<file path="config.mk">
export PLATFORM = sky130hd
export DESIGN_NAME = ext_irq_pending
export DESIGN_NICKNAME = d
export VERILOG_FILES = /design/src/rtl/ext_irq_pkg.sv /design/src/rtl/ext_irq_post_decode.sv /design/src/rtl/ext_irq_pend_reg.sv /design/src/rtl/ext_irq_arbiter.sv /design/src/rtl/ext_irq_pending.sv
export SDC_FILE = /design/constraint.sdc
export NUM_CORES = 1
export LEC_CHECK = 0
export ABC_CLOCK_PERIOD_IN_PS = 2700
export BUFFER_PORTS_ARGS = -buffer_cell sky130_fd_sc_hd__buf_2
export CORE_UTILIZATION = 45
export DETAILED_ROUTE_END_ITERATION = 16
export HOLD_SLACK_MARGIN = 0.12
export PLACE_DENSITY = 0.77
export RECOVER_POWER = 100
export SYNTH_ARGS = -nofsm -noshare
export SYNTH_HDL_FRONTEND = slang
export SYNTH_SLANG_ARGS = --single-unit
</file>
<file path="constraint.sdc">
create_clock -name clk -period 2.7 [get_ports clk]
set_clock_uncertainty 0.2 [all_clocks]
set_input_delay 0.135 -clock clk [delete_from_list [all_inputs] [get_ports clk]]
set_output_delay 0.135 -clock clk [all_outputs]
set_load 0.01 [all_outputs]
</file>
<file path="src/rtl/ext_irq_pkg.sv">
package ext_irq_pkg;
  // Bus transfer size codes (log2 of bytes)
  typedef enum logic [1:0] {
    SZ_BYTE  = 2'd0,
    SZ_HALF  = 2'd1,
    SZ_WORD  = 2'd2,
    SZ_DWORD = 2'd3
  } bus_size_e;
endpackage

</file>
<file path="src/rtl/ext_irq_post_decode.sv">
module ext_irq_post_decode #(
  parameter int REG_W        = 64,
  parameter int NARROW_W     = 32,
  parameter int WORD_W       = 32,
  parameter int WIDE_CAPABLE = 1
) (
  input  logic              bus_valid,
  input  logic              bus_write,
  input  logic [1:0]        bus_size,
  input  logic [WORD_W-1:0] bus_wdata,
  input  logic              timer_alarm,
  input  logic              wide_default,
  output logic [REG_W-1:0]  set_vec
);
  import ext_irq_pkg::*;

  localparam int   IDX_W = $clog2(REG_W);
  localparam logic CAP   = (WIDE_CAPABLE != 0);

  logic             eff_wide;
  logic [IDX_W-1:0] idx_mask;
  logic [IDX_W-1:0] bus_idx;
  logic             post_ok;
  logic             unused_hi;

  assign eff_wide  = CAP & wide_default;
  assign idx_mask  = eff_wide ? IDX_W'(REG_W - 1) : IDX_W'(NARROW_W - 1);
  // complemented low bits select the bit, counting from the top
  assign bus_idx   = ~bus_wdata[IDX_W-1:0] & idx_mask;
  assign post_ok   = bus_valid & bus_write & (bus_size == SZ_WORD);
  assign unused_hi = ^bus_wdata[WORD_W-1:IDX_W];

  // timer event equals a post of data 0: index equals the width mask
  for (genvar i = 0; i < REG_W; i++) begin : g_set
    assign set_vec[i] = (post_ok && (bus_idx == IDX_W'(i))) ||
                        (timer_alarm && (idx_mask == IDX_W'(i)));
  end
endmodule

</file>
<file path="src/rtl/ext_irq_pend_reg.sv">
module ext_irq_pend_reg #(
  parameter int REG_W = 64
) (
  input  logic             clk,
  input  logic             rst,
  input  logic [REG_W-1:0] set_vec,
  input  logic             clr_valid,
  input  logic [REG_W-1:0] clr_mask,
  input  logic             rd_req,
  output logic [REG_W-1:0] pend_q,
  output logic [REG_W-1:0] rdata,
  output logic             rd_valid
);
  logic [REG_W-1:0] clr_eff;
  logic [REG_W-1:0] pend_d;

  assign clr_eff = clr_valid ? clr_mask : '0;
  // set applied after clear: a set wins on a collision
  assign pend_d  = (pend_q & ~clr_eff) | set_vec;

  always_ff @(posedge clk) begin
    if (rst) begin
      pend_q   <= '0;
      rdata    <= '0;
      rd_valid <= 1'b0;
    end else begin
      pend_q   <= pend_d;
      rd_valid <= rd_req;
      if (rd_req) rdata <= pend_q;
    end
  end
endmodule

</file>
<file path="src/rtl/ext_irq_arbiter.sv">
module ext_irq_arbiter #(
  parameter int REG_W   = 64,
  parameter int VEC_W   = 6,
  parameter int VEC_EXT = 4,
  parameter int VEC_TOC = 31
) (
  input  logic             clk,
  input  logic             rst,
  input  logic [REG_W-1:0] pend,
  input  logic [REG_W-1:0] irq_mask,
  input  logic             glb_ie,
  input  logic             nmi_req,
  input  logic             core_poll,
  output logic             irq_line,
  output logic             take_valid,
  output logic [VEC_W-1:0] take_vec,
  output logic             nmi_held
);
  logic ext_ok;
  logic nmi_take;

  assign irq_line   = |pend;
  assign ext_ok     = irq_line & glb_ie & (|(pend & irq_mask));
  assign nmi_take   = core_poll & nmi_held;
  assign take_valid = nmi_take | (core_poll & ext_ok);
  assign take_vec   = nmi_held ? VEC_W'(VEC_TOC) : VEC_W'(VEC_EXT);

  always_ff @(posedge clk) begin
    if (rst) nmi_held <= 1'b0;
    else     nmi_held <= nmi_req | (nmi_held & ~nmi_take);
  end
endmodule

</file>
<file path="src/rtl/ext_irq_pending.sv">
module ext_irq_pending #(
  parameter int REG_W        = 64,
  parameter int NARROW_W     = 32,
  parameter int WORD_W       = 32,
  parameter int WIDE_CAPABLE = 1,
  parameter int VEC_W        = 6,
  parameter int VEC_EXT      = 4,
  parameter int VEC_TOC      = 31
) (
  input  logic              clk,
  input  logic              rst,
  input  logic              bus_valid,
  input  logic              bus_write,
  input  logic [1:0]        bus_size,
  input  logic [WORD_W-1:0] bus_wdata,
  output logic [REG_W-1:0]  bus_rdata,
  output logic              rd_valid,
  input  logic              sw_clr_valid,
  input  logic [REG_W-1:0]  sw_clr_mask,
  input  logic              timer_alarm,
  input  logic              wide_default,
  input  logic [REG_W-1:0]  irq_mask,
  input  logic              glb_ie,
  input  logic              nmi_req,
  input  logic              core_poll,
  output logic              irq_line,
  output logic              take_valid,
  output logic [VEC_W-1:0]  take_vec
);
  import ext_irq_pkg::*;

  logic [REG_W-1:0] set_vec;
  logic [REG_W-1:0] pend_q;
  logic             rd_req;
  logic             nmi_held;

  assign rd_req = bus_valid & ~bus_write & (bus_size == SZ_WORD);

  ext_irq_post_decode #(
    .REG_W(REG_W), .NARROW_W(NARROW_W), .WORD_W(WORD_W),
    .WIDE_CAPABLE(WIDE_CAPABLE)
  ) u_decode (
    .bus_valid   (bus_valid),
    .bus_write   (bus_write),
    .bus_size    (bus_size),
    .bus_wdata   (bus_wdata),
    .timer_alarm (timer_alarm),
    .wide_default(wide_default),
    .set_vec     (set_vec)
  );

  ext_irq_pend_reg #(.REG_W(REG_W)) u_pend (
    .clk      (clk),
    .rst      (rst),
    .set_vec  (set_vec),
    .clr_valid(sw_clr_valid),
    .clr_mask (sw_clr_mask),
    .rd_req   (rd_req),
    .pend_q   (pend_q),
    .rdata    (bus_rdata),
    .rd_valid (rd_valid)
  );

  ext_irq_arbiter #(
    .REG_W(REG_W), .VEC_W(VEC_W), .VEC_EXT(VEC_EXT), .VEC_TOC(VEC_TOC)
  ) u_arb (
    .clk       (clk),
    .rst       (rst),
    .pend      (pend_q),
    .irq_mask  (irq_mask),
    .glb_ie    (glb_ie),
    .nmi_req   (nmi_req),
    .core_poll (core_poll),
    .irq_line  (irq_line),
    .take_valid(take_valid),
    .take_vec  (take_vec),
    .nmi_held  (nmi_held)
  );
endmodule

</file>
==> impl_results.md <==
* Status: finished, final reports clean
* Antenna cells at 0
* Min-delay worst type: input pin to register
* Initial antenna violation count at 0
* Critical path buffer and inverter count at 3
* Worst EP required at 2.84 ns
* Share of cells above drive strength 1 at 18.88%
* Sequential share of the synthesized area at 49.14%
* Synthesized flop and latch total at 130
* Max Clk Rate at 0.3762 GHz
* Post-synth EDFFs at 0
* Drt drc at 0
* Initial Utilization at 46.19%
* Antenna viol nets, final at 0
* Clock Latency Late Sink at 0.42 ns
* Min Tclk post-route at 2.658 ns
* CP Launch Type: input pin
* Die Area at 0.01221 mm2
* DR vias/cell at 5.932
* Initial DRT Pass Iterations at 5
* Num CTS Buffers at 17
* GRT Util Overall at 36.92%
* Netlist cell types at 31
* Die W at 110.5 um
* Async SR Flop Fraction at 0%
* FP Rows at 39
* Setup CP Type: input pin to register
* Fin. Hold Viols at 0
* Synth area leader: dfxtp_1
* Post-route cell area at 0.008125 mm2
* # nets final at 1161
* Crit path capture type: register
* Multi-input gate area at 0.002487 mm2
* CTS tree: yes
* Routed vias at 6786
* Synth top area cells: dfxtp_1, nand2_1, a22oi_1
* Vias in the first global route at 6591
* Global route overflow at 0
* Port-buffer cells at 216
* Clock Sinks at 130
* Die H at 110.5 um
* Max Cap Violations at 0
* Synth Warn # at 0
* Worst Path Max Fanout at 5
* Total Power at 4.572 mW
* Largest net degree at the start of global routing at 66
* WP data arrival at 2.80 ns
* Postcts setup bufs at 0
* Avg Cell Area, Syn at 7.905 um2
* Clock Pin Slew Worst Setup and Hold Paths at 0.06 ns
* Core footprint at 0.01147 mm2
* CTS Buffer Depth at 2
* Final setup vio count at 0
* Synthesized Nets at 842
* Max VDD drop at 0.4023 mV
* First DRT Iteration DRCs at 920
* Avg WL per Cell at 19.55 um
* Total Wirelength at 22.36 mm
* Top cell type's share of synthesized area at 49.14%
* GPL Wtd Cong at 0.8897
* Detail Placement HPWL at 14.45 mm
* Ports at 245
* CTS H-tree lvls at 4
* Max-slew headroom at 23.45%
* Sequential cell area at 0.002603 mm2
* Layout area overhead at 53.41%
* TNS Setup at 0 ns
* First-pass GRT wire length at 34.90 mm
* Critical Path Most Common Cell: dlygate4sd3_1
* Root buf cell: clkbuf_16
* Fin. max-slew vios at 0
* Slowest cell on crit path: dlygate4sd3_1
* Worst-margin pin slew at 1.148 ns
* Synthesized instance count at 670
* Main synth FF type: dfxtp_1
* Pleak at 3.164 nW
* Mapped Area at 0.005296 mm2
* Slowest stage delay, CP at 0.61 ns
* Cell Chain, Critical Path: dlygate4sd3_1 > buf_2 > nor3b_2 > nand2_1 > nor3b_1 > a22oi_1 > dlygate4sd3_1 > nor2_1
* Final period util at 98.46%
* Worst path top cell family by delay: buffers and inverters
* Top cells by count, synth: nand2_1, dfxtp_1, nor2_1
* PD cells at 562.7 mW/mm2
* RSZ-0062 raised after global routing: false
* Cell with the most instances after synthesis: nand2_1
* Fill cells at 905
* Post-placement cell area at 0.006484 mm2
worst paths after layout:
kind / end / slack (ns) / cells past startpoint / from
worst min register to register: u_pend.rdata[45] / 0.25 / 2 / u_pend.rdata[45]
worst min-delay path: u_pend.pend_q[29] / 0.14 / 4 / sw_clr_valid
worst max register to register: u_pend.pend_q[50] / 0.59 / 4 / u_pend.pend_q[50]
worst max-delay path: u_pend.pend_q[53] / 0.04 / 8 / wide_default
metrics by stage:
stage / utilization (%) / instances / setup WS [ns] / hold WS [ns]
5_1_grt: 70.86 / 1144 / 0.01797 / 0.1905
4_1_cts: 71.99 / 1144 / 0.1415 / 0.1241
6_report: 70.86 / 1144 / 0.04152 / 0.1407
3_3_place_gp: 56.54 / 993 / 0.6098 / 0.1396
2_1_floorplan: - / 670 / 0.9606 / 0.05243
3_5_place_dp: 56.54 / 993 / 0.5840 / 0.1571
where the power goes:
group | switching (mW) | leakage, nW | internal, mW
logic | 0.201 | 1.84 | 0.198
clock network | 0.844 | 0.272 | 1.40
registers | 0.00659 | 1.05 | 1.92
what timing repair did:
| action | CTS | global route |
|---|---|---|
| hold buffers | 120 | 0 |
| endpoints found under the setup margin | 0 | 1 |
| endpoints found under the hold margin | 129 | 0 |
| resized for setup | 0 | 1 |
cells by family after synthesis:
kind of cell           after synthesis  synth area share [%]
flip-flops                         130                 49.14
AND/OR/NAND/NOR                    327                 25.92
AO/OA/AOI/OAI                      162                 20.84
other                                2                0.1418
buffers and inverters               49                 3.969
sequential cells by signal (all words and copies together), names as in the netlist:
register and cells:
u_pend.rdata 64, u_pend.pend_q 64, u_arb.nmi_held 1, u_pend.rd_valid 1
worst min-delay path: cells and delay by family:
family                 cells  cell delay [ns]
and+or+nand+nor            2             0.23
buffers and inverters      1             0.29
AOI/OAI and AO/OA          1             0.06
layout make-up:
| type | instances | share of cell area [%] |
|---|---|---|
| sequential | 130 | 32.03 |
| multi-input combinational | 491 | 30.61 |
| timing repair buffer | 347 | 28.04 |
| clock buffer | 22 | 5.713 |
| tap | 143 | 2.202 |
| clock inverter | 9 | 1.309 |
| inverter | 2 | 0.09239 |
per-layer routing:
| layer | share of wire, % | vias to the layer above | track usage (%) |
|---|---|---|---|
| met1 | 36 | 3114 | 44.49 |
| li1 | - | 2977 | - |
| met5 | 0 | - | 0 |
| met2 | 46 | 567 | 58.55 |
| met3 | 11 | 128 | 9.001 |
| met4 | 7.0 | 0 | 24.27 |
cells in the final DEF, fill, tap and decap left out, types with 2 or more instances in the layout:
cell           synthesis  layout
clkinvlp_4             0       3
conb_1                 2       2
a221oi_1              16      15
nand4_1                8       8
clkbuf_1              34      76
a21oi_1               65      65
inv_1                  2       2
nor2b_1                3       3
a32oi_1                3       3
bufinv_16              0       2
clkinv_2               0       3
nor2_1                83      83
nand2b_1               2       2
dlygate4sd3_1          0     120
nor3_1                 5       5
clkbuf_2               0       2
clkbuf_16              0      17
clkbuf_8               0       2
nand2_1              198     198
nand3b_1               2       2
nor4_1                16      16
buf_2                  3     144
a222oi_1               2       2
dfxtp_1              130     130
buf_4                  6       6
nand3_1                1       2
a22o_1                16      16
a22oi_1               59      59
No activity file was read; power rests on OpenSTA's default activity.
